## src/rtl/periph_irq_pkg.sv

```systemverilog
package periph_irq_pkg;
   localparam int REG_W   = 8;
   localparam int SSP_SRC = 7;

   localparam int B_ADC  = 6;
   localparam int B_RX   = 5;
   localparam int B_TX   = 4;
   localparam int B_SSP  = 3;
   localparam int B_CCP  = 2;
   localparam int B_TMR2 = 1;
   localparam int B_TMR1 = 0;

   localparam logic [REG_W-1:0] STICKY_MASK = 8'h4F;

   typedef enum logic [1:0] {
      CCP_CAPTURE = 2'd0,
      CCP_COMPARE = 2'd1,
      CCP_PWM     = 2'd2,
      CCP_OFF     = 2'd3
   } ccp_mode_e;
endpackage

```

## src/rtl/pif_sticky_bit.sv

```systemverilog
module pif_sticky_bit #(
   parameter bit SET_WINS = 1'b1
) (
   input  logic clk,
   input  logic rst_n,
   input  logic set_i,
   input  logic we_i,
   input  logic wd_i,
   output logic q_o
);
   logic d;

   generate
      if (SET_WINS) begin : g_set_first
         always_comb d = set_i | (we_i ? wd_i : q_o);

         p_set_beats_clear_r5: assert property (@(posedge clk) disable iff (!rst_n)
            set_i |=> q_o);
      end else begin : g_write_first
         always_comb d = we_i ? wd_i : (q_o | set_i);
      end
   endgenerate

   always_ff @(posedge clk) begin
      if (!rst_n) q_o <= 1'b0;
      else        q_o <= d;
   end

   p_holds_until_cleared_r3: assert property (@(posedge clk) disable iff (!rst_n)
      (!set_i && !we_i) |=> $stable(q_o));
endmodule

```

## src/rtl/pif_status_bit.sv

```systemverilog
module pif_status_bit #(
   parameter bit SET_WINS = 1'b1
) (
   input  logic clk,
   input  logic rst_n,
   input  logic set_i,
   input  logic clr_i,
   output logic q_o
);
   logic d;

   generate
      if (SET_WINS) begin : g_set_first
         always_comb d = set_i | (q_o & ~clr_i);
      end else begin : g_clr_first
         always_comb d = (set_i | q_o) & ~clr_i;
      end
   endgenerate

   always_ff @(posedge clk) begin
      if (!rst_n) q_o <= 1'b0;
      else        q_o <= d;
   end

   p_clear_alone_r6: assert property (@(posedge clk) disable iff (!rst_n)
      (clr_i && !set_i) |=> !q_o);
   p_set_alone_r7: assert property (@(posedge clk) disable iff (!rst_n)
      (set_i && !clr_i) |=> q_o);
endmodule

```

## src/rtl/pif_event_route.sv

```systemverilog
module pif_event_route
   import periph_irq_pkg::*;
#(
   parameter int N_SRC = SSP_SRC
) (
   input  logic             clk,
   input  logic             rst_n,
   input  logic [N_SRC-1:0] ssp_evt_i,
   input  logic [1:0]       ccp_mode_i,
   input  logic             ccp_capture_i,
   input  logic             ccp_match_i,
   output logic             ssp_set_o,
   output logic             ccp_set_o
);
   generate
      if (N_SRC < 1) begin : g_bad_src
         $error("pif_event_route: N_SRC must be at least 1");
      end
   endgenerate

   ccp_mode_e mode;
   always_comb mode = ccp_mode_e'(ccp_mode_i);

   always_comb ssp_set_o = |ssp_evt_i;

   always_comb begin
      unique case (mode)
         CCP_CAPTURE: ccp_set_o = ccp_capture_i;
         CCP_COMPARE: ccp_set_o = ccp_match_i;
         default:     ccp_set_o = 1'b0;
      endcase
   end

   p_pwm_silent_r8: assert property (@(posedge clk) disable iff (!rst_n)
      (ccp_mode_i == 2'd2) |-> !ccp_set_o);
   p_any_source_r9: assert property (@(posedge clk) disable iff (!rst_n)
      (ssp_evt_i != '0) |-> ssp_set_o);
endmodule

```

## src/rtl/periph_irq_flags.sv

```systemverilog
module periph_irq_flags
   import periph_irq_pkg::*;
#(
   parameter int W        = REG_W,
   parameter int N_SSP    = SSP_SRC,
   parameter bit SET_WINS = 1'b1
) (
   input  logic             clk,
   input  logic             rst_n,
   input  logic             wr_en,
   input  logic [W-1:0]     wr_data,
   output logic [W-1:0]     rd_data,
   input  logic             adc_done,
   input  logic [N_SSP-1:0] ssp_evt,
   input  logic [1:0]       ccp_mode,
   input  logic             ccp_capture,
   input  logic             ccp_match,
   input  logic             tmr2_match,
   input  logic             tmr1_ovf,
   input  logic             rx_load,
   input  logic             rx_read,
   input  logic             tx_drain,
   input  logic             tx_write,
   input  logic [W-1:0]     irq_en,
   input  logic             peie,
   input  logic             gie,
   output logic             irq_req
);
   generate
      if (W != REG_W) begin : g_bad_width
         $error("periph_irq_flags: W must equal the fixed register width");
      end
   endgenerate

   logic         ssp_set, ccp_set;
   logic [W-1:0] hw_set;
   logic [W-1:0] flags;

   pif_event_route #(.N_SRC(N_SSP)) route_i (
      .clk           (clk),
      .rst_n         (rst_n),
      .ssp_evt_i     (ssp_evt),
      .ccp_mode_i    (ccp_mode),
      .ccp_capture_i (ccp_capture),
      .ccp_match_i   (ccp_match),
      .ssp_set_o     (ssp_set),
      .ccp_set_o     (ccp_set)
   );

   always_comb begin
      hw_set         = '0;
      hw_set[B_ADC]  = adc_done;
      hw_set[B_SSP]  = ssp_set;
      hw_set[B_CCP]  = ccp_set;
      hw_set[B_TMR2] = tmr2_match;
      hw_set[B_TMR1] = tmr1_ovf;
   end

   genvar i;
   generate
      for (i = 0; i < W; i++) begin : g_bit
         if (STICKY_MASK[i]) begin : g_sticky
            pif_sticky_bit #(.SET_WINS(SET_WINS)) bit_i (
               .clk   (clk),
               .rst_n (rst_n),
               .set_i (hw_set[i]),
               .we_i  (wr_en),
               .wd_i  (wr_data[i]),
               .q_o   (flags[i])
            );
         end else if (i == B_RX) begin : g_rx
            pif_status_bit #(.SET_WINS(1'b1)) bit_i (
               .clk   (clk),
               .rst_n (rst_n),
               .set_i (rx_load),
               .clr_i (rx_read),
               .q_o   (flags[i])
            );
         end else if (i == B_TX) begin : g_tx
            pif_status_bit #(.SET_WINS(1'b0)) bit_i (
               .clk   (clk),
               .rst_n (rst_n),
               .set_i (tx_drain),
               .clr_i (tx_write),
               .q_o   (flags[i])
            );
         end else begin : g_unused
            assign flags[i] = 1'b0;
         end
      end
   endgenerate

   assign rd_data = flags;
   assign irq_req = gie & peie & (|(flags & irq_en));

   p_event_sets_r3: assert property (@(posedge clk) disable iff (!rst_n)
      (tmr1_ovf || adc_done) |=> (rd_data[B_TMR1] || rd_data[B_ADC]));
   p_write_ignored_rx_r6: assert property (@(posedge clk) disable iff (!rst_n)
      (wr_en && !rx_load && !rx_read) |=> $stable(rd_data[B_RX]));
   p_tx_write_clears_r7: assert property (@(posedge clk) disable iff (!rst_n)
      tx_write |=> !rd_data[B_TX]);
   p_no_request_masked_r10: assert property (@(posedge clk) disable iff (!rst_n)
      (irq_en == '0) |-> !irq_req);
   p_top_bit_zero_r1: assert property (@(posedge clk) disable iff (!rst_n)
      wr_en |=> !rd_data[W-1]);
endmodule

```

## config.mk

```make
export PLATFORM = sky130hd
export DESIGN_NAME = periph_irq_flags
export DESIGN_NICKNAME = d
export VERILOG_FILES = /design/src/rtl/periph_irq_pkg.sv /design/src/rtl/pif_sticky_bit.sv /design/src/rtl/pif_status_bit.sv /design/src/rtl/pif_event_route.sv /design/src/rtl/periph_irq_flags.sv
export SDC_FILE = /design/constraint.sdc
export NUM_CORES = 1
export LEC_CHECK = 0
export BUFFER_PORTS_ARGS = -buffer_cell sky130_fd_sc_hd__buf_4
export CORE_AREA = 2 2 39 41
export CTS_BUF_LIST = sky130_fd_sc_hd__clkbuf_4
export DETAILED_ROUTE_END_ITERATION = 16
export DIE_AREA = 0 0 41 43
export GPL_TIMING_DRIVEN = 0
export PLACE_DENSITY = 0.73
export SETUP_SLACK_MARGIN = 0.1
export SYNTH_ARGS = -nofsm -noshare
export SYNTH_HDL_FRONTEND = slang
export SYNTH_SLANG_ARGS = --single-unit
export TNS_END_PERCENT = 20
```

## constraint.sdc

```tcl
create_clock -name clk -period 1 [get_ports clk]
set_input_delay 0.05 -clock clk [delete_from_list [all_inputs] [get_ports clk]]
set_output_delay 0.05 -clock clk [all_outputs]
set_load 0.02 [all_outputs]
```

==> impl_results.md <==
- Nets: about 130
- Post-Syn Area: roughly 390 sq um
- VDD IR max: 0.000729 V
- GRT overflow: 0
- First-pass GRT wire length: approximately 1.6 mm
- Worst reg2reg path depth: 4
- Mean Syn Cell Area: 8.59 sq um
- Post-DP HPWL: roughly 860 um
- First DRT Iteration DRCs: 1
- Chip Width: around 40 um
- Top cells by area, synth: dfxtp_1 36%, buf_4 16%, mux2i_1 7.8%, a211oi_1 5.8%, nor2_1 5.8%
- Nature of the critical path startpoint: flop
- Via count: between 400 and 500
- Critical path endpoint: irq_req
- Worst-skew pair later-pin latency: 0.24 ns
- Port buffer count: 41
- Vias per cell: approximately 4.4
- Setup Crit Path Kind: reg2out
- Reg2reg setup slack: about 0.070 ns
- Final core utilization: slightly below 60%
- Clock sink count: 7
- Drt first pass iters: 4
- Post-synth net total: 84
- Endpoints failing hold: 0
- Starting Density: roughly 28%
- Core area: 1380 sq um
- Clock slew at reported path FFs: ~0.06 ns
- Largest net degree at the start of global routing: 9
- Hold Path Class: in2reg
- Sequential area share after synthesis: 36.2%
- Full die area: between 1500 and 2000 sq um
- Final Worst Setup Slack: -0.241 ns
- Final Max Slew Viols: 0
- Tmin final: 1.24 ns
- CP Max Fanout: 2
- Vias in the first global route: 475
- Status: complete, but fails checks
- Clock buffer depth: 2
- Routed Antenna Nets: 0
- Fmax: about 810 MHz
- Number of antenna violations at the first check in global routing: 0
- CP startpoint: g_bit[0].g_sticky.bit_i.q_o
- Yosys reg bits: 7
- H-tree depth: 1
- Die height: 43 um
- Cts bufs inserted: 3
- R2r endpoint: g_bit[0].g_sticky.bit_i.q_o
- R2R Path Start: g_bit[0].g_sticky.bit_i.q_o
- Max-cap violation count: 0
- Final Power: around 0.0009 W
- Yosys warns: 0
- Clock skew: 0 ns
- Final WL: around 1.1 mm
- RSZ-0062 raised after global routing: true
- Drt drc: 0
- I/O Pins: 48
- Synth top area share: 36.2%
- WP data required: between 0.9 and 1 ns
- Fillers: approximately 130
- Grt met3 use: under 10%
- Critical path arrival: 1.19 ns
- Power Density: 1100 nW/um^2
- CTS tree: yes
- CP endpoint kind: primary output
- Gr usage total: about an eighth
- Inserted Diodes: 0
- Setup-failing EPs final: 1
- Gpl congestion: 0.629
- WL/cell: just under 10 um
- Fin crit share: 124%
- Global routing's busiest layer: met2
- Post-synth cell types: 17
- Failing checks: setup timing
- GRT met2 Usage: roughly a quarter
- Synthesized instance count: 45
- LEAKAGE: 0.412 nW
- Layout cells sized above 1: a little under 70%
- Area growth syn-to-layout: 107%
- Std cell rows: 14
- Top cell type by total area after synthesis: dfxtp_1
- CTS root buffer: clkbuf_4
- M1 GR Usage: between 10 and 15%
worst max-delay path: stages (launching register included):
cell,delay [ns]
dfxtp_2,0.31
a222oi_1,0.33
a31oi_1,0.13
buf_4,0.17
how the worst min path moves through the flow:
stage | from | to | slack [ns] | depth (start not counted)
global route | tmr2_match | g_bit[1].g_sticky.bit_i.q_o | 0.04 | 3
detailed placement | tx_write | g_bit[4].g_tx.bit_i.q_o | 0.22 | 2
finish | rx_load | g_bit[5].g_rx.bit_i.q_o | 0.006 | 3
CTS | rx_load | g_bit[5].g_rx.bit_i.q_o | 0.002 | 3
floorplan | tx_write | g_bit[4].g_tx.bit_i.q_o | 0.13 | 1
global placement | tx_write | g_bit[4].g_tx.bit_i.q_o | 0.22 | 2
cells in the final DEF (no fill, tap or decap), drive strengths merged:
cell type	instances
a211oi	3
dfxtp	7
nor3	2
inv	2
a222oi	1
nor2	6
nor4	1
nand2	1
o21a	1
mux2i	3
buf	51
dlygate4sd3	1
a22oi	2
nor2b	3
a31oi	2
conb	1
clkbuf	4
a21oi	1
layout make-up:
type | count | area, sq um | area share [%]
tap | 16 | 20.0 | 2.50
sequential | 7 | 149 | 18.6
inverter | 2 | 7.51 | 0.936
multi-input combinational | 27 | 173 | 21.5
timing repair buffer | 43 | 352 | 43.8
clock buffer | 4 | 30.0 | 3.74
buffer | 9 | 71.3 | 8.89
Yosys cell counts:
cell      instances
nor2b_1           3
a222oi_1          1
a22oi_1           2
nor3_1            2
o21a_1            1
conb_1            1
buf_6             1
a211oi_1          3
mux2i_1           3
nor2_1            6
a31oi_1           2
dfxtp_1           7
a21oi_1           1
buf_4             8
inv_1             2
nor4_1            1
nand2_1           1
state kept, by name, summed over array words and instances (netlist names):
signal                    cells
g_bit.g_sticky.bit_i.q_o      5
g_bit.g_tx.bit_i.q_o          1
g_bit.g_rx.bit_i.q_o          1
through the flow:
step                cells  cell area, sq um  hold slack [ns]  setup TNS, ns  worst slack, ns
finish                108               802          0.00602         -0.241           -0.241
global route          108               802           0.0362         -0.284           -0.284
CTS                   108               774          0.00213         -0.275           -0.275
detailed placement    102               714            0.220        -0.0305          -0.0305
global placement      102               714            0.216        -0.0361          -0.0361
floorplan              45               387            0.129              0            0.117
cells by family after synthesis:
| logic type | count (synthesis) | synth area share, % |
|---|---|---|
| AND/OR/NAND/NOR | 13 | 15.9 |
| buffers and inverters | 11 | 20.4 |
| AO/OA/AOI/OAI | 10 | 18.8 |
| flip-flops | 7 | 36.2 |
| multiplexers | 3 | 7.77 |
| other | 1 | 0.970 |
metal layers:
metal	vias up	share of wire (%)
met5	-	0
met4	0	0.75
met3	2	10
met2	28	51
met1	206	37
li1	244	-
what timing repair did:
action                                 4_1_cts  5_1_grt
setup buffers                                1        0
setup endpoints to repair                    4        8
endpoints found under the hold margin        1        0
hold buffers                                 1        0
pin swaps                                    2        2
resized for setup                            6        9
report_power, final:
group | total, W | internal, W | switching (W)
clock | 0.000285 | 0.000179 | 0.000105
sequential | 0.000316 | 0.000303 | 0.0000131
combinational | 0.000278 | 0.000183 | 0.0000952
total | 0.000879 | 0.000665 | 0.000213
Note: power is estimated with default switching activity, not from simulation.
